--- src/rtl/lp_seq_pkg.sv ---
package lp_seq_pkg;

  localparam int UNIT_W = 8;
  localparam int PDTO_W = 5;
  localparam int CFG_W  = 32;
  localparam logic [CFG_W-1:0] CFG_RESET = 32'h0040_2010;

  typedef enum logic [3:0] {
    ST_ACTIVE, ST_PD_ENT, ST_PD, ST_PD_EXT, ST_PD_SWAP,
    ST_SR_ENT, ST_SR, ST_SR_EXT, ST_DPD_ENT, ST_DPD, ST_DPD_EXT
  } lp_state_e;

  typedef struct packed {
    logic [UNIT_W-1:0] sr_to;
    logic [UNIT_W-1:0] dpd_min;
    logic [PDTO_W-1:0] pd_to;
  } lp_cfg_t;

  function automatic lp_cfg_t cfg_from_word(input logic [CFG_W-1:0] w);
    lp_cfg_t c;
    c.sr_to   = w[23:16];
    c.dpd_min = w[15:8];
    c.pd_to   = w[4:0];
    return c;
  endfunction

  function automatic logic [CFG_W-1:0] cfg_to_word(input lp_cfg_t c);
    return {8'h00, c.sr_to, c.dpd_min, 3'b000, c.pd_to};
  endfunction

  function automatic logic timeout_hit(input logic en,
                                       input logic [UNIT_W-1:0] limit,
                                       input logic [UNIT_W-1:0] units);
    return en && (limit != '0) && (units >= limit);
  endfunction

endpackage

--- src/rtl/lp_timing_regs.sv ---
module lp_timing_regs
  import lp_seq_pkg::*;
(
  input  logic             clk,
  input  logic             rst_n,
  input  logic             wr,
  input  logic [CFG_W-1:0] wdata,
  input  logic             apply_ok,
  output lp_cfg_t          cfg,
  output logic [CFG_W-1:0] rdata
);

  lp_cfg_t pend_cfg;
  logic    pend_vld;
  logic    unused_wbits;

  assign unused_wbits = ^{wdata[31:24], wdata[7:5]};

  always_ff @(posedge clk or negedge rst_n) begin
    if (!rst_n) begin
      cfg      <= cfg_from_word(CFG_RESET);
      pend_cfg <= cfg_from_word(CFG_RESET);
      pend_vld <= 1'b0;
    end else if (wr) begin
      if (apply_ok) begin
        cfg      <= cfg_from_word(wdata);
        pend_vld <= 1'b0;
      end else begin
        pend_cfg <= cfg_from_word(wdata);
        pend_vld <= 1'b1;
      end
    end else if (pend_vld && apply_ok) begin
      cfg      <= pend_cfg;
      pend_vld <= 1'b0;
    end
  end

  assign rdata = cfg_to_word(cfg);

  // outside the normal state the applied value never moves
  assert_held_write_R9: assert property (@(posedge clk) disable iff (!rst_n)
    !$past(apply_ok) |-> $stable(rdata));

endmodule

--- src/rtl/lp_idle_timer.sv ---
module lp_idle_timer
  import lp_seq_pkg::*;
#(
  parameter int PRE_W     = 5,
  parameter int RES_PRE_W = 12
) (
  input  logic              clk,
  input  logic              rst_n,
  input  logic              idle,
  input  logic              state_chg,
  input  logic              idle_block,
  input  logic              res_run,
  input  logic [UNIT_W-1:0] dpd_min,
  output logic [UNIT_W-1:0] idle_units,
  output logic              dpd_min_met
);

  localparam logic [PRE_W-1:0]     PRE_MAX  = {PRE_W{1'b1}};
  localparam logic [RES_PRE_W-1:0] RES_MAX  = {RES_PRE_W{1'b1}};
  localparam logic [UNIT_W-1:0]    UNIT_MAX = {UNIT_W{1'b1}};

  logic [PRE_W-1:0]     pre_idle;
  logic [RES_PRE_W-1:0] pre_res;
  logic [UNIT_W-1:0]    res_units;
  logic                 tick_idle;
  logic                 tick_res;

  assign tick_idle = idle && !state_chg && (pre_idle == PRE_MAX);
  assign tick_res  = res_run && !state_chg && (pre_res == RES_MAX);

  always_ff @(posedge clk or negedge rst_n) begin
    if (!rst_n) pre_idle <= '0;
    else if (!idle || state_chg) pre_idle <= '0;
    else pre_idle <= pre_idle + 1'b1;
  end

  always_ff @(posedge clk or negedge rst_n) begin
    if (!rst_n) idle_units <= '0;
    else if (!idle || idle_block) idle_units <= '0;
    else if (tick_idle && idle_units != UNIT_MAX) idle_units <= idle_units + 1'b1;
  end

  always_ff @(posedge clk or negedge rst_n) begin
    if (!rst_n) pre_res <= '0;
    else if (!res_run || state_chg) pre_res <= '0;
    else pre_res <= pre_res + 1'b1;
  end

  always_ff @(posedge clk or negedge rst_n) begin
    if (!rst_n) res_units <= '0;
    else if (!res_run) res_units <= '0;
    else if (tick_res && res_units != UNIT_MAX) res_units <= res_units + 1'b1;
  end

  assign dpd_min_met = res_units >= dpd_min;

  // one busy cycle leaves no idle credit behind
  assert_idle_restart_R2: assert property (@(posedge clk) disable iff (!rst_n)
    !$past(idle) |-> (idle_units == '0));

endmodule

--- src/rtl/lp_state_ctrl.sv ---
module lp_state_ctrl
  import lp_seq_pkg::*;
(
  input  logic              clk,
  input  logic              rst_n,
  input  logic              idle,
  input  logic              pd_en,
  input  logic              sr_en,
  input  logic              dpd_cmd,
  input  logic              pd_ack,
  input  logic              sr_ack,
  input  logic              dpd_ack,
  input  logic [PDTO_W-1:0] pd_to,
  input  logic [UNIT_W-1:0] sr_to,
  input  logic [UNIT_W-1:0] idle_units,
  input  logic              dpd_min_met,
  output lp_state_e         state,
  output logic              state_chg,
  output logic              pd_req,
  output logic              sr_req,
  output logic              dpd_req
);

  lp_state_e nxt;
  logic      pd_hit;
  logic      sr_hit;
  logic      dpd_leave;

  assign pd_hit    = timeout_hit(pd_en, {{(UNIT_W-PDTO_W){1'b0}}, pd_to}, idle_units);
  assign sr_hit    = timeout_hit(sr_en, sr_to, idle_units);
  assign dpd_leave = (!dpd_cmd || !idle) && dpd_min_met;

  always_comb begin
    nxt = state;
    unique case (state)
      ST_ACTIVE: begin
        if (idle && dpd_cmd)     nxt = ST_DPD_ENT;
        else if (idle && sr_hit) nxt = ST_SR_ENT;
        else if (idle && pd_hit) nxt = ST_PD_ENT;
      end
      ST_PD_ENT:  if (pd_ack) nxt = ST_PD;
      ST_PD: begin
        if (!idle)       nxt = ST_PD_EXT;
        else if (sr_hit) nxt = ST_PD_SWAP;
      end
      ST_PD_EXT:  if (!pd_ack) nxt = ST_ACTIVE;
      ST_PD_SWAP: if (!pd_ack) nxt = idle ? ST_SR_ENT : ST_ACTIVE;
      ST_SR_ENT:  if (sr_ack) nxt = ST_SR;
      ST_SR:      if (!idle) nxt = ST_SR_EXT;
      ST_SR_EXT:  if (!sr_ack) nxt = ST_ACTIVE;
      ST_DPD_ENT: if (dpd_ack) nxt = ST_DPD;
      ST_DPD:     if (dpd_leave) nxt = ST_DPD_EXT;
      ST_DPD_EXT: if (!dpd_ack) nxt = ST_ACTIVE;
      default:    nxt = ST_ACTIVE;
    endcase
  end

  always_ff @(posedge clk or negedge rst_n) begin
    if (!rst_n) state <= ST_ACTIVE;
    else        state <= nxt;
  end

  assign state_chg = (nxt != state);
  assign pd_req    = (state == ST_PD_ENT)  || (state == ST_PD);
  assign sr_req    = (state == ST_SR_ENT)  || (state == ST_SR);
  assign dpd_req   = (state == ST_DPD_ENT) || (state == ST_DPD);

  // requests are mutually exclusive
  assert_one_request_R10: assert property (@(posedge clk) disable iff (!rst_n)
    $onehot0({pd_req, sr_req, dpd_req}));

  // deep power-down is left only after the residency counter agrees
  assert_dpd_residency_R8: assert property (@(posedge clk) disable iff (!rst_n)
    $fell(dpd_req) |-> $past(dpd_min_met));

  // a busy channel in entered power-down drops the request next edge
  assert_pd_exit_R7: assert property (@(posedge clk) disable iff (!rst_n)
    (state == ST_PD && !idle) |=> !pd_req);

  // power-down is only requested out of an idle channel
  assert_pd_from_idle_R3: assert property (@(posedge clk) disable iff (!rst_n)
    $rose(pd_req) |-> $past(idle));

endmodule

--- src/rtl/lp_idle_seq.sv ---
module lp_idle_seq
  import lp_seq_pkg::*;
#(
  parameter int CNT_W     = 6,
  parameter int PRE_W     = 5,
  parameter int RES_PRE_W = 12
) (
  input  logic             clk,
  input  logic             rst_n,
  input  logic             cfg_wr,
  input  logic [31:0]      cfg_wdata,
  output logic [31:0]      cfg_rdata,
  input  logic [CNT_W-1:0] cmd_pending,
  input  logic             pd_enable,
  input  logic             sr_enable,
  input  logic             dpd_enter,
  output logic             pd_req,
  input  logic             pd_ack,
  output logic             sr_req,
  input  logic             sr_ack,
  output logic             dpd_req,
  input  logic             dpd_ack
);

  lp_cfg_t           cfg;
  lp_state_e         state;
  logic              state_chg;
  logic              idle;
  logic [UNIT_W-1:0] idle_units;
  logic              dpd_min_met;
  logic              in_dpd_any;

  assign idle       = (cmd_pending == '0);
  assign in_dpd_any = (state == ST_DPD_ENT) || (state == ST_DPD) || (state == ST_DPD_EXT);

  lp_timing_regs u_regs (
    .clk      (clk),
    .rst_n    (rst_n),
    .wr       (cfg_wr),
    .wdata    (cfg_wdata),
    .apply_ok (state == ST_ACTIVE),
    .cfg      (cfg),
    .rdata    (cfg_rdata)
  );

  lp_idle_timer #(.PRE_W(PRE_W), .RES_PRE_W(RES_PRE_W)) u_timer (
    .clk         (clk),
    .rst_n       (rst_n),
    .idle        (idle),
    .state_chg   (state_chg),
    .idle_block  (in_dpd_any),
    .res_run     (state == ST_DPD),
    .dpd_min     (cfg.dpd_min),
    .idle_units  (idle_units),
    .dpd_min_met (dpd_min_met)
  );

  lp_state_ctrl u_ctrl (
    .clk         (clk),
    .rst_n       (rst_n),
    .idle        (idle),
    .pd_en       (pd_enable),
    .sr_en       (sr_enable),
    .dpd_cmd     (dpd_enter),
    .pd_ack      (pd_ack),
    .sr_ack      (sr_ack),
    .dpd_ack     (dpd_ack),
    .pd_to       (cfg.pd_to),
    .sr_to       (cfg.sr_to),
    .idle_units  (idle_units),
    .dpd_min_met (dpd_min_met),
    .state       (state),
    .state_chg   (state_chg),
    .pd_req      (pd_req),
    .sr_req      (sr_req),
    .dpd_req     (dpd_req)
  );

endmodule

--- config.mk ---
export PLATFORM = sky130hd
export DESIGN_NAME = lp_idle_seq
export DESIGN_NICKNAME = d
export VERILOG_FILES = /design/src/rtl/lp_seq_pkg.sv /design/src/rtl/lp_timing_regs.sv /design/src/rtl/lp_idle_timer.sv /design/src/rtl/lp_state_ctrl.sv /design/src/rtl/lp_idle_seq.sv
export SDC_FILE = /design/constraint.sdc
export NUM_CORES = 1
export LEC_CHECK = 0
export BUFFER_PORTS_ARGS = -buffer_cell sky130_fd_sc_hd__buf_2
export CAP_MARGIN = 30
export CELL_PAD_IN_SITES_DETAIL_PLACEMENT = 1
export CELL_PAD_IN_SITES_GLOBAL_PLACEMENT = 1
export CORE_ASPECT_RATIO = 2
export CORE_MARGIN = 4
export CORE_UTILIZATION = 40
export DETAILED_ROUTE_END_ITERATION = 7
export GPL_ROUTABILITY_DRIVEN = 0
export PLACE_DENSITY = 0.72
export SLEW_MARGIN = 20
export SYNTH_ARGS = -nofsm -noshare
export SYNTH_HDL_FRONTEND = slang
export SYNTH_SLANG_ARGS = --single-unit
export TNS_END_PERCENT = 30
--- constraint.sdc ---
create_clock -name clk -period 3.7 [get_ports clk]
set_input_delay 0.74 -clock clk [delete_from_list [all_inputs] [get_ports clk]]
set_output_delay 0.74 -clock clk [all_outputs]
set_load 0.05 [all_outputs]
Yosys cells after proc, flatten, opt, wreduce, memory -nomap -nowiden --
Cells that the tools add are included.
Word-level totals: output and inout port bits 35, register bits after elaboration 80, memories kept 0, ROM bits 0, latch bits 0, bits in writable memories 0, word-level logic and storage cells 100
Operators by class: mux-type cells 28, reductions and logical operators 35, divide/modulo/power cells 0, order comparisons 3, $add $sub $neg 4, bitwise operators 1, eq/ne operators 17, shifts and indexed selects 0, multiply operators 0
Operators with widths (count):
- $mux 21 | 3
- $mux 4 | 14
- $pmux 4 s11 | 1
- $mux 8 | 4
- $add 8x1->8 const B | 2
- $eq 4x3->1 const B | 4
- $ge 8x8->1 | 2
- $ne 8x8->1 const B | 2
- $logic_and 1x1->1 | 15
- $add 12x1->12 const B | 1
- $eq 12x12->1 const B | 1
- $eq 4x4->1 const B | 3
- $mux 12 | 1
- $eq 4x2->1 const B | 2
- $ge 8x5->1 | 1
- $logic_or 1x1->1 | 8
- $reduce_bool 8->1 | 1
- $logic_not 6->1 | 1
- $add 5x1->5 const B | 1
- $eq 5x5->1 const B | 1
- $mux 5 | 1
- $reduce_bool 5->1 | 1
- $eq 4x1->1 const B | 1
- $logic_not 1->1 | 4
- other kinds (9) | 13

Depth between registers and ports, before layout --
Gate-level depths: netlist of the first run.
depth after elaboration 15, mapped depth 11, gate-level depth less buffers 9

By module --
A second synthesis of the first run with hierarchy kept.
Unflattened totals: cell total of the unflattened synthesis 491, area, all modules 4863.4 µm²
By module, submodules not included:
- lp_timing_regs | seq. area each 1083.5 µm², cells an instance 181, instances 1, area an instance 2204.6 µm²
- lp_idle_timer | seq. area each 825.8 µm², cells an instance 189, instances 1, area an instance 1793.0 µm²
- lp_state_ctrl | seq. area each 100.1 µm², cells an instance 114, instances 1, area an instance 822.0 µm²
- lp_idle_seq | seq. area each 0.0 µm², cells an instance 7, instances 1, area an instance 43.8 µm²

Worst setup path after synthesis of the first run --
OpenSTA, ideal clock, no wires.
kind input to register, from in cmd_pending[1], to reg u_timer.res_units[6], arrival 2.908 ns, path buffers 1, path slack 0.710 ns, setup time 0.082 ns, required time 3.618 ns, stages 8, path through or4_4 nor3_4 o22ai_2 a221oi_4 o211ai_4 buf_6 or4_1 a21oi_1
On the way: cells in the longest elaborated chain, start to end 12, elaborated cells between the ends (all ways) 22, those cells by class eq/ne: 2; mux: 9; reduce/logical: 11
Ends and longest elaborated chain:
- from (decl) | RTL line lp_idle_seq.sv:13 | input logic [CNT_W-1:0] cmd_pending,
- $logic_not 6->1 * | RTL line lp_idle_seq.sv:33 | assign idle = (cmd_pending == '0);
- $logic_and 1x1->1 / $logic_not 1->1 (equally long branches) | RTL line lp_state_ctrl.sv:39, lp_state_ctrl.sv:31
- $mux 4 / $logic_or 1x1->1 (equally long branches) | RTL line lp_state_ctrl.sv:39, lp_state_ctrl.sv:31
- $mux 4 / $logic_and 1x1->1 (equally long branches) | RTL line lp_state_ctrl.sv:38, lp_state_ctrl.sv:31
- $mux 4 (on tied branches) | RTL line lp_state_ctrl.sv:37, lp_state_ctrl.sv:52
- $pmux 4 s11 * | RTL line lp_state_ctrl.sv:35 | unique case (state)
- $ne 4x4->1 * | RTL line lp_state_ctrl.sv:63 | assign state_chg = (nxt != state);
- $logic_not 1->1 * | RTL line lp_idle_timer.sv:29 | assign tick_res = res_run && !state_chg && (pre_res == RES_MAX);
- $logic_and 1x1->1 * (2 in a row) | RTL line lp_idle_timer.sv:29
- $logic_and 1x1->1 * | RTL line lp_idle_timer.sv:52 | else if (tick_res && res_units != UNIT_MAX) res_units <= res_units + 1'b1;
- $ne 2x2->1 (no line) *
- to (signal assigned) | RTL line lp_idle_timer.sv:52
- to (decl) | RTL line lp_idle_timer.sv:24 | logic [UNIT_W-1:0] res_units;
Every way passes the cells marked *; elsewhere a longest branch is shown, timed or not. A chain may end at the register's enable or synchronous reset.

Final worst setup path of the first run --
from reg u_timer.idle_units[0], to reg u_timer.res_units[6]
On the way: cells in the longest elaborated chain, start to end 13, elaborated cells between the ends (all ways) 18, those cells by class order compare: 2; eq/ne: 2; mux: 6; reduce/logical: 8
Ends and longest elaborated chain:
- from (decl) | RTL line lp_idle_timer.sv:14 | output logic [UNIT_W-1:0] idle_units,
- from (signal assigned) | RTL line lp_idle_timer.sv:40 | else if (tick_idle && idle_units != UNIT_MAX) idle_units <= idle_units + 1'b1;
- $ge 8x5->1 | RTL line lp_seq_pkg.sv:34 | return en && (limit != '0) && (units >= limit);
- $logic_and 1x1->1 | RTL line lp_seq_pkg.sv:34
- $logic_and 1x1->1 | RTL line lp_state_ctrl.sv:39 | else if (idle && pd_hit) nxt = ST_PD_ENT;
- $mux 4 | RTL line lp_state_ctrl.sv:39
- $mux 4 | RTL line lp_state_ctrl.sv:38 | else if (idle && sr_hit) nxt = ST_SR_ENT;
- $mux 4 | RTL line lp_state_ctrl.sv:37 | if (idle && dpd_cmd) nxt = ST_DPD_ENT;
- $pmux 4 s11 * | RTL line lp_state_ctrl.sv:35
- $ne 4x4->1 * | RTL line lp_state_ctrl.sv:63
- $logic_not 1->1 * | RTL line lp_idle_timer.sv:29
- $logic_and 1x1->1 * (2 in a row) | RTL line lp_idle_timer.sv:29
- $logic_and 1x1->1 * | RTL line lp_idle_timer.sv:52
- $ne 2x2->1 (no line) *
Marks and branches as above.

==> run summary, run 1 <==
The run finished with clean final reports. The repair_antennas step left the layout with diodes totalling 0. Entering global routing, the biggest net connects 43 pins. The number of violations of the max-capacitance limit is 0. The arrival time at the worst endpoint is 3330 ps. The cell with the largest stage delay on the worst path is sky130_fd_sc_hd__o41ai_2.

The count of buffers from port buffering is 59. The floorplan core area came out at 0.0113 sq mm. The placement-stage cell area is 0.00506 sq mm. The initial antenna violation count was 0.

The peak per-stage delay on the critical path came out at 570 ps. The worst slew margin relative to its limit came out at 38.2%. The number of cells produced by synthesis came out at 471. On the final layout, the worst clock skew is 5.11 ps. The required arrival time at the worst endpoint came out at 3960 ps.

Dividing the detail-routed wire length by the instance count gives 17.3 microns. The number of unique standard cell types used by synthesis is 51. The TritonCTS sink count came out at 80. The final-report hold violation count is 0. Gates resized during post-CTS repair numbered 0.

Setup repair after global routing left no endpoint under its margin. The total DRC errors in the routed layout is 0. The floorplan die width is 84.0 microns. The minimum setup slack among reg-to-reg paths is 630 ps. The number of enable-type register cells in the synthesized netlist came out at 0. In the synthesized netlist the dominant register cell turns out to be sky130_fd_sc_hd__dfrtp_1. The number of global-route vias before repair came out at 4148.

After routing the design area is 0.00536 sq mm. The count of endpoints failing setup in the final report came out at 0. Walking the worst path, the cells encountered are inv_1, ha_1, and3_1, o21ai_0, a31oi_1, o41ai_2, nand2_1, or4_1, a21oi_1. In this run, synthesis produced a sequential element count of 80. The insertion delay to the later sink of the worst-skew pair came out at 340 ps. The area of the die is 0.0134 sq mm.

The combined area of all synthesized cells came out at 0.00462 sq mm. The final period demand of the worst path came out at 3070 ps. The layout overhead on the synthesized area came out at 16.0%.

The number of levels the H-tree was split into is 3. The number of nets in the finished design is 607. The number of hold buffers added after CTS is 0. The launching element type of the critical path is a flop. In this run the clock root is driven by a sky130_fd_sc_hd__clkbuf_16.

The power after layout came out at 0.00388 W. The highest clock rate is 326 MHz. The worst hold slack came out at 387 ps. The number of standard-cell rows in the floorplan came out at 55. The number of buffers inserted during clock tree synthesis came out at 9. The starting density of the core is 40.9%.

In this run the worst hold path is classified as in -> async. The leakage dissipation came out at 2.45 nW. The max-slew violation total from the final report came to 0. Adding up every negative setup slack in the final design gives 0 ps. The first routing iteration left 119 violations. The mean instance size in the synthesized netlist is 9.80 sq um. The areal power density over the cells came out at 724 mW/mm^2. The via count normalized by instance count is 5.53. The post-CTS repair timing setup buffer count came out at 0. The count of pins on the block boundary is 82.

The CTS clock-pin slew for the worst setup and hold paths is 60 ps. The total via count after detailed routing came out at 3764. The worst setup path is of the reg -> reg kind. The maximum number of buffers from clock root to sink came out at 2. The floorplan step set the die height to 160 microns.

The total congestion overflow is 0. The count of nets left with antenna violations once routing finished came out at 0. The maximum fanout count along the critical path is 8. The fraction of final layout cells sized beyond drive strength 1 is 22.1%. The number of warnings issued by yosys is 0.

The clock tree from TritonCTS is yes. The largest voltage drop on the vdd net is 0.000355 V. The total global-route track usage came out at 18.6%.

The endpoint kind of the worst setup timing path is a flop. The post-detailed-placement half-perimeter wirelength came out at 9140 microns. Of the available clock period, the critical path in the final layout requires 82.9%.

The final wirelength came out at 11800 microns. The transition at the pin with the smallest max-transition slack came out at 904 ps. The first-pass GRT wire length came out at 20100 microns. The number of search-and-repair iterations in the first detailed-routing pass is 4. After synthesis, flip-flops and latches occupy 43.5% of the total area.

The number of fillers in the final layout is 1362. The share of synthesized registers carrying an async set or reset came out at 100%.
area by class of cell:
type	instances	area, sq um	share of cell area, %
Sequential cell	80	2010	37.5
Clock inverter	4	51.3	0.957
Inverter	28	105	1.96
Multi-Input combinational cell	345	2390	44.6
Clock buffer	12	246	4.60
Timing Repair Buffer	70	380	7.10
Tap cell	142	178	3.32
cells in the final DEF (no fill, tap or decap), drive strengths merged, types with 2 or more instances in the layout:
cell,n
dfstp,6
a21o,2
a21oi,42
nand4,7
dfrtp,74
o211ai,3
clkbuf,12
a2111oi,2
o41ai,2
nand3b,3
conb,11
nor2b,7
and4,2
o31ai,10
and2,4
nor2,49
nand2,22
xnor2,11
and3,10
or3,8
mux2i,23
o21ai,12
xor2,4
a31oi,3
nor3,8
inv,29
buf,70
or4,13
nand3,20
nand2b,4
mux2,21
nor4,5
ha,26
kinds of logic after synthesis:
logic type / count (synthesis) / synth area share [%]
simple gates: 164 / 18.6
compound gates: 85 / 12.1
flops: 80 / 43.5
buf+inv: 56 / 5.64
mux: 44 / 10.1
fa+ha+maj: 26 / 7.05
xor+xnor: 15 / 2.85
other cells: 1 / 0.0812
cells in the mapped netlist, types with 2 or more instances:
| cell type | count | share of area [%] |
|---|---|---|
| sky130_fd_sc_hd__nor3_1 | 7 | 0.76 |
| sky130_fd_sc_hd__nand4_1 | 7 | 0.95 |
| sky130_fd_sc_hd__nand3_1 | 20 | 2.2 |
| sky130_fd_sc_hd__or4_1 | 12 | 2.0 |
| sky130_fd_sc_hd__dfstp_2 | 6 | 3.4 |
| sky130_fd_sc_hd__nor2b_1 | 7 | 0.95 |
| sky130_fd_sc_hd__a21oi_1 | 42 | 4.6 |
| sky130_fd_sc_hd__xnor2_1 | 11 | 2.1 |
| sky130_fd_sc_hd__xor2_1 | 4 | 0.76 |
| sky130_fd_sc_hd__ha_1 | 26 | 7.0 |
| sky130_fd_sc_hd__dfrtp_1 | 74 | 40 |
| sky130_fd_sc_hd__and4_1 | 2 | 0.38 |
| sky130_fd_sc_hd__mux2i_1 | 23 | 5.0 |
| sky130_fd_sc_hd__or3_1 | 8 | 1.1 |
| sky130_fd_sc_hd__nand3b_1 | 3 | 0.49 |
| sky130_fd_sc_hd__a2111oi_0 | 2 | 0.38 |
| sky130_fd_sc_hd__o21ai_0 | 12 | 1.3 |
| sky130_fd_sc_hd__clkbuf_1 | 14 | 1.1 |
| sky130_fd_sc_hd__and2_1 | 4 | 0.54 |
| sky130_fd_sc_hd__and3_1 | 10 | 1.4 |
| sky130_fd_sc_hd__a31oi_1 | 3 | 0.41 |
| sky130_fd_sc_hd__a21o_1 | 2 | 0.33 |
| sky130_fd_sc_hd__mux2_2 | 21 | 5.1 |
| sky130_fd_sc_hd__nor2_1 | 49 | 4.0 |
| sky130_fd_sc_hd__inv_1 | 28 | 2.3 |
| sky130_fd_sc_hd__o211ai_1 | 2 | 0.33 |
| sky130_fd_sc_hd__nand2b_1 | 4 | 0.54 |
| sky130_fd_sc_hd__nor4_1 | 5 | 0.68 |
| sky130_fd_sc_hd__nand2_1 | 22 | 1.8 |
| sky130_fd_sc_hd__o31ai_1 | 10 | 1.6 |
| sky130_fd_sc_hd__buf_4 | 11 | 1.8 |
metal layers:
layer / up-vias / part of all wire (%) / GRT usage, %
li1: 1799 / - / -
met1: 1884 / 38 / 20.0
met2: 67 / 57 / 36.0
met3: 14 / 3.6 / 3.05
met4: 0 / 1.4 / 5.78
met5: - / 0 / 0
state kept, by name, summed over array words and instances, names as in the netlist:
signal,flops
u_ctrl.state,4
u_timer.res_units,8
u_timer.idle_units,8
u_regs.pend_vld,1
u_timer.pre_idle,5
u_regs.cfg,21
u_timer.pre_res,12
u_regs.pend_cfg,21
path summary, 6_finish.rpt:
path                                              startpoint                                end  cells after the start
min reg2reg                    u_timer.pre_idle[0]$_DFF_PN0_      u_timer.pre_idle[0]$_DFF_PN0_                      1
min in group clk               u_timer.pre_idle[0]$_DFF_PN0_      u_timer.pre_idle[0]$_DFF_PN0_                      1
max in group asynchronous                              rst_n         u_regs.cfg[10]$_DFFE_PN1P_                      2
max reg2reg                u_timer.idle_units[0]$_DFFE_PN0P_   u_timer.res_units[6]$_DFFE_PN0P_                      9
min                                                    rst_n  u_timer.idle_units[1]$_DFFE_PN0P_                      1
max                        u_timer.idle_units[0]$_DFFE_PN0P_   u_timer.res_units[6]$_DFFE_PN0P_                      9
critical path, delay by kind of cell, from the launching register on:
family / cells / cell delay [ps]
compound gates: 4 / 1010
simple gates: 3 / 1100
flops: 1 / 460
buf+inv: 1 / 120
fa+ha+maj: 1 / 280
stage by stage:
stage	instances	utilization [%]	setup WS [ps]
floorplan	481	-	710
global placement	665	44.8	391
detailed placement	665	44.8	330
CTS	681	47.5	598
global route	681	47.5	361
finish	681	47.5	632
report_power, final:
group	leakage, nW	total (W)	switching (W)	internal [W]
registers	0.996	0.00139	0.000233	0.00115
logic	1.31	0.00159	0.00108	0.000509
clock network	0.143	0.000903	0.000360	0.000543
No activity file was read; power rests on OpenSTA's default activity.
==> inputs of run 2 (changes only) <==
Settings changed: CORE_UTILIZATION 40 to 39, PLACE_DENSITY 0.72 to 0.73.
Clock period 3.7 ns to 2.79 ns, I/O delays scaled along.
==> run 2 against run 1 <==
Effect of this change:
- largest cell class unchanged
- power grew 48%
- sequential power increased by 30%
- combinational power is 61% higher
- non-clock buffer count increased by 40
- die area up 2.4%
- critical path type is now in -> reg
- cell count is 6.5% higher
- sequential share of layout area decreased by 3.3 points
- count of clock-buffer cells in the layout fell by 2
==> run summary, run 2 (synthesized netlist as in run 1, its figures left out) <==
The run finished with clean final reports. Overall power consumption after layout is estimated at 0.00575 W. The floorplan die width came out at 84.9 microns.

In the final layout, the registers with the most flip-flops are u_regs.cfg: 21 flops, u_regs.pend_cfg: 21 flops, u_timer.pre_res: 12 flops. At the later pin of the worst-skew pair, clock insertion delay measures 340 ps. The final period demand of the worst path is 2740 ps. The maximum number of buffers from clock root to sink came out at 2.

The number of violations of the max-capacitance limit came out at 0. In the post-route analysis, the smallest setup slack over all paths is 48.6 ps. The initial antenna violation count came to 0. Counting every sink on the clock net gives 80. The count of buffers from port buffering is 59. The final-report hold violation count is 0.

The core region is 0.0116 sq mm. The total congestion overflow is 0. The remaining number of nets flagged by the antenna check after routing came out at 0. The areal power density over the cells came out at 976 mW/mm^2. The area of the die came out at 0.0137 sq mm. In the layout the commonest cells are 71 x sky130_fd_sc_hd__dfrtp_1, 58 x sky130_fd_sc_hd__buf_2, 49 x sky130_fd_sc_hd__buf_4, 48 x sky130_fd_sc_hd__nor2_1, 38 x sky130_fd_sc_hd__a21oi_1. After filler insertion, the fill cell instance count of the layout stands at 1376. The number of antenna cells inserted came out at 0. The initialized floorplan defines 56 standard-cell rows. The required arrival time at the worst endpoint is 3050 ps. The terminus of the critical flop-to-flop path is u_timer.idle_units[4]$_DFFE_PN0P_. The leakage dissipation came out at 2.69 nW. The layout overhead on the synthesized area came out at 27.5%. The number of nets in the finished design came out at 648. After layout, the worst path uses 98.3% of the clock period. The tree is rooted in a sky130_fd_sc_hd__clkbuf_16. The final total negative setup slack came out at 0 ps. In the final layout, the share of cells above drive strength 1 is 32.1%. The minimum setup slack among reg-to-reg paths came out at 60 ps. The number of buffers inserted during clock tree synthesis came out at 9. The post-detailed-placement half-perimeter wirelength came out at 10300 microns.

Prior to clock tree synthesis, the placed netlist has a worst setup slack of -167 ps. The transition at the pin with the smallest max-transition slack came out at 716 ps. The first-pass GRT wire length is 22900 microns.

TritonCTS built the clock tree. The max-slew violation total from the final report is 0. The final wirelength is 14600 microns. The chip height is 162 microns.

The total via count after detailed routing is 4080. The via count normalized by instance count came out at 5.63. The count of non-filler cells in the finished layout came out at 725.

Entering global routing, the biggest net connects 43 pins. For this design the top-level I/O count stands at 82. The placed cell count came out at 697. Cells fill 50.6% of the core in the end.

The class of the worst hold path is in -> async. The worst setup path is launched from an input pin. The total global-route track usage came out at 20.9%. The largest voltage drop on the vdd net came out at 0.000667 V. By startpoint and endpoint, the worst setup path is classified as in -> reg. The routed wirelength normalized by instance count is 20.2 microns. The first routing iteration left 253 violations.

The worst register-to-register path begins at u_timer.res_units[1]$_DFFE_PN0P_. Measured against its own limit, the worst slew margin works out to 51.8%. The endpoint kind of the worst setup timing path is a flop. Leaving out fill and tap cells, the most frequent cell in the layout is sky130_fd_sc_hd__dfrtp_1.

Setup violations remaining at the end of the flow were counted as 0. The number of cells on the worst reg-to-reg path is 8. The maximum fanout count along the critical path is 8. The combined flip-flop and latch cell area is 0.00201 sq mm.

After detailed routing, the number of remaining DRC violations is 0. The number of levels the H-tree was split into is 3. The number of global-route vias before repair is 4540. The highest clock rate came out at 365 MHz. The initial utilization of the core area, before any placement, comes to 39.7%. The number of search-and-repair iterations in the first detailed-routing pass is 4. Summing all multi-input logic gate instances after layout gives 0.00255 sq mm. The CTS clock-pin slew for the worst setup and hold paths came out at 70 ps. The arrival time at the worst endpoint came out at 3000 ps. Between clock sinks in the finished design, the worst skew comes to 7.68 ps.
==> run 2: per-stage QoR <==
stage / area (sq um) / hold slack (ps)
finish: 5890 / 195
global route: 5890 / 222
CTS: 5650 / 209
detailed placement: 5280 / 463
global placement: 5280 / 455
floorplan: 4660 / 262
==> run 2: cell type report <==
| class | instances | share of cell area [%] |
|---|---|---|
| multi-input combinational | 346 | 43.3 |
| timing repair buffer | 110 | 11.8 |
| sequential | 80 | 34.2 |
| inverter | 28 | 1.78 |
| tap | 145 | 3.08 |
| clock buffer | 10 | 3.89 |
| clock inverter | 6 | 1.98 |
==> run 2: power by group <==
part | switching (W) | internal [W]
Combinational | 0.00166 | 0.000899
Sequential | 0.000279 | 0.00153
Clock | 0.000497 | 0.000881
Total | 0.00244 | 0.00331
==> run 2: worst max-delay path by stage <==
stage                                          start                                 to  depth (start not counted)
floorplan                 u_regs.cfg[15]$_DFFE_PN0P_  u_timer.idle_units[5]$_DFFE_PN0P_                         10
global placement                      cmd_pending[1]  u_timer.idle_units[7]$_DFFE_PN0P_                         10
detailed placement                    cmd_pending[1]  u_timer.idle_units[4]$_DFFE_PN0P_                          8
CTS                 u_timer.res_units[0]$_DFFE_PN0P_  u_timer.idle_units[3]$_DFFE_PN0P_                         10
global route               u_regs.cfg[5]$_DFFE_PN0P_  u_timer.idle_units[4]$_DFFE_PN0P_                          9
finish                                cmd_pending[1]  u_timer.idle_units[4]$_DFFE_PN0P_                          8
==> run 2: per-layer routing <==
layer  part of all wire, %  vias to the layer above  track usage, %
met1                    36                     2040            21.9
li1                      -                     1881               -
met5                     0                        -               0
met2                    56                      110            39.4
met4                   4.8                        0            10.8
met3                   2.9                       49            2.94
==> run 2: worst max-delay path, stage by stage <==
cell                       delay, ps
sky130_fd_sc_hd__buf_2           100
sky130_fd_sc_hd__or4_4           550
sky130_fd_sc_hd__nor3_4          200
sky130_fd_sc_hd__o22ai_2         150
sky130_fd_sc_hd__a221oi_4        470
sky130_fd_sc_hd__o211ai_4        230
sky130_fd_sc_hd__or4_1           530
sky130_fd_sc_hd__a21oi_1         190
==> run 2: timing repair <==
item | in CTS | in global routing
endpoints found under the setup margin | 17 | 17
cloned | 0 | 2
setup buffers | 1 | 9
hold buffers | 0 | 0
pin swaps | 2 | 14
resized for setup | 3 | 32
==> inputs of run 3 (changes only) <==
Settings changed: MAX_ROUTING_LAYER set to met4, PLACE_DENSITY 0.73 to unset, PLACE_DENSITY_LB_ADDON set to 0.1, SLEW_MARGIN 20 to unset.
==> run 3 against run 2 <==
Effect of this change:
- die area is the same
- setup slack better by 96 ps
- non-clock buffer count is 10 higher
- count of clock-buffer cells in the layout increased by 1
- cell count is 1.5% higher
- power fell by 2.4%
- clock power fell by 9%
- routed wire length shrank 8.7%
- via count is 2.5% lower
- combinational power hardly changed
- largest cell class unchanged
==> run summary, run 3 (synthesized netlist as in run 1, its figures left out) <==
The run finished with clean final reports. The arrival time at the worst endpoint is 2910 ps. The final period demand of the worst path came out at 2650 ps. The peak per-stage delay on the critical path came out at 550 ps. In this run the worst hold path is classified as in -> async.

The switching power total came out at 0.00237 W. The worst-case setup slack after placement is -402 ps. The power after layout came out at 0.00561 W. Net switching is 42.2% of the power. The count of endpoints failing setup in the final report is 0. The launching element type of the critical path is an input pin. The final total negative setup slack came out at 0 ps. The H-tree was split into 3 levels.

The total DRC errors in the routed layout came out at 0. The pin count of the biggest net entering global routing is 81. The placement-stage cell area is 0.00539 sq mm. The clock network burns 22.4% of the power. After detailed routing, the total wire length is 13400 microns.

The combinational share of power is 45.9%. The critical path depth in cells is 9. The buffer cell driving the clock tree root is sky130_fd_sc_hd__clkbuf_16. The largest registers in the layout are u_regs.cfg: 21 flops, u_regs.pend_cfg: 21 flops, u_timer.pre_res: 12 flops.

The critical path in this run is classified as in -> reg. The worst clock skew is 11.1 ps. The number of DRC violations after detailed-routing iteration 0 came out at 101. The critical path endpoint is u_timer.res_units[2]$_DFFE_PN0P_. The worst slew margin relative to its limit came out at 66.7%. The number of hold buffers added after CTS came out at 0. The total via count after detailed routing came out at 3979. The clock tree from TritonCTS is yes. The number of antenna cells inserted came out at 0. The floorplan die width is 84.9 microns.

Based on the critical path, the design can be clocked at up to 378 MHz. The endpoint kind of the worst setup timing path is a flop. Across the run, the number of max-cap violations was 0. Across the VDD grid, the largest voltage drop is 0.000682 V. The max-slew violation total from the final report was 0. The initial antenna violation count was 0. The count of nets left with antenna violations once routing finished came out at 0. In the post-route analysis, the smallest setup slack over all paths is 144 ps.

Dividing the detail-routed wire length by the instance count gives 18.2 microns. The portion of total power attributed to sequential cells is 31.7%. The critical path contains buffers and inverters numbering 2 combined. The die covers 0.0137 sq mm. The total global-route track usage came out at 20.4%. The number of global-route vias before repair came to 4372. The minimum setup slack among reg-to-reg paths is 150 ps. The cell family with the largest share of critical-path delay is simple AND/OR/NAND/NOR gates.

Dividing the detail-routed via count by the number of cells gives 5.41. In this run the worst setup path begins at cmd_pending[1]. The count of pins on the block boundary is 82. For this design the static power due to leakage is 2.73 nW. The maximum fanout count along the critical path is 10. The first-pass GRT wire length is 21600 microns. In this run the critical register-to-register path is launched from u_regs.cfg[10]$_DFFE_PN1P_. The fraction of final layout cells sized beyond drive strength 1 is 30.8%. Traced cell by cell, the critical path runs through buf_2, or4_4, nor3_4, o22ai_2, a221oi_4, buf_4, o211ai_4, or4_1, a21oi_1. The post-detailed-placement half-perimeter wirelength is 10100 microns.

The number of nets in the finished design came out at 659. The maximum number of buffers from clock root to sink is 2. The starting density of the core is 39.7%. The total congestion overflow came out at 0. The internal cell power is 0.00325 W. At the worst endpoint, the required time is 3050 ps. The areal power density over the cells is 951 mW/mm^2. The insertion delay to the later sink of the worst-skew pair is 340 ps. The cell with the largest stage delay on the worst path is sky130_fd_sc_hd__or4_4. The terminus of the critical flop-to-flop path is u_timer.res_units[5]$_DFFE_PN0P_. The number of standard-cell rows in the floorplan is 56. The final-report hold violation count came out at 0. The number of buffers inserted during clock tree synthesis came out at 9. At the pin with the least slew margin, the transition time is 495 ps. Of the available clock period, the critical path in the final layout requires 94.8%. The count of non-filler cells in the finished layout came out at 736. The floorplan core area came out at 0.0116 sq mm.

The finished cells cover 0.00590 sq mm. Leaving out fill and tap cells, the most frequent cells in the layout are 73 x sky130_fd_sc_hd__dfrtp_1, 60 x sky130_fd_sc_hd__buf_4, 58 x sky130_fd_sc_hd__buf_2, 48 x sky130_fd_sc_hd__nor2_1, 41 x sky130_fd_sc_hd__a21oi_1. Compared with the post-synthesis result, the final layout area differs by 27.8%.

The CTS clock-pin slew for the worst setup and hold paths is 60 ps. The number of cells on the worst reg-to-reg path is 10. The placed cell count is 709. The chip height came out at 162 microns. The TritonCTS sink count came out at 80. The library cell used most frequently in the layout, excluding fill and tap cells, is sky130_fd_sc_hd__dfrtp_1.

The count of buffers from port buffering is 59. The number of search-and-repair iterations in the first detailed-routing pass is 4.
==> run 3: cell types whose count changed in the layout (fill, tap and decap cells not counted), sizes merged <==
| cell | before | now |
|---|---|---|
| buf | 110 | 120 |
| bufinv | 3 | 2 |
| clkbuf | 10 | 11 |
| o211ai | 4 | 5 |
==> run 3: cell type report <==
type	instances	area, sq um
fill	1393	5730
multi-input combinational	347	2520
sequential	80	2010
timing repair buffer	120	772
clock buffer	11	233
tap	145	181
inverter	28	105
clock inverter	5	78.8
==> run 3: metrics by stage <==
stage / hold slack, ps / utilization (%)
after floorplan: 262 / -
after global placement: 443 / 46.3
after detailed placement: 451 / 46.3
after CTS: 257 / 49.4
after global routing: 251 / 50.7
final: 216 / 50.7
==> run 3: worst min-delay path by stage <==
stage,cells after the start,slack (ps),endpoint
after floorplan,0,260,u_ctrl.state[0]$_DFF_PN0_
final,2,220,u_timer.pre_idle[1]$_DFF_PN0_
after CTS,2,260,u_timer.pre_idle[1]$_DFF_PN0_
after global routing,2,250,u_timer.pre_idle[1]$_DFF_PN0_
after global placement,1,440,u_timer.pre_idle[0]$_DFF_PN0_
after detailed placement,1,450,u_timer.pre_idle[0]$_DFF_PN0_
==> run 3: per-layer routing <==
layer	track usage [%]	part of all wire [%]
met1	21.0	37
met3	3.35	2.7
met4	7.93	3.0
met2	37.8	58
met5	-	0
==> run 3: worst reg2reg max path, cell delays in order, from the launching register on <==
cell and delay, ps:
sky130_fd_sc_hd__dfstp_2 540, sky130_fd_sc_hd__inv_1 50, sky130_fd_sc_hd__ha_1 310, sky130_fd_sc_hd__a21oi_1 160, sky130_fd_sc_hd__o21ai_0 160, sky130_fd_sc_hd__a211oi_2 250, sky130_fd_sc_hd__buf_4 210, sky130_fd_sc_hd__buf_6 120
sky130_fd_sc_hd__o21ai_1 80, sky130_fd_sc_hd__or4_1 540, sky130_fd_sc_hd__a21oi_1 140
==> run 3: power groups by stage <==
stage                     Combinational (W)  Sequential, W  Clock [W]
after floorplan                     0.00115        0.00226          0
after global placement              0.00230        0.00178          0
after detailed placement            0.00238        0.00181          0
after CTS                           0.00248        0.00179    0.00128
after global routing                0.00281        0.00183    0.00134
final                               0.00257        0.00178    0.00126
==> run 3: what timing repair did <==
action,4_1_cts,5_1_grt
gates cloned,1,1
hold endpoints to repair,0,0
pin swaps,2,10
endpoints found under the setup margin,19,18
gates resized for setup,4,14
setup buffers,1,8
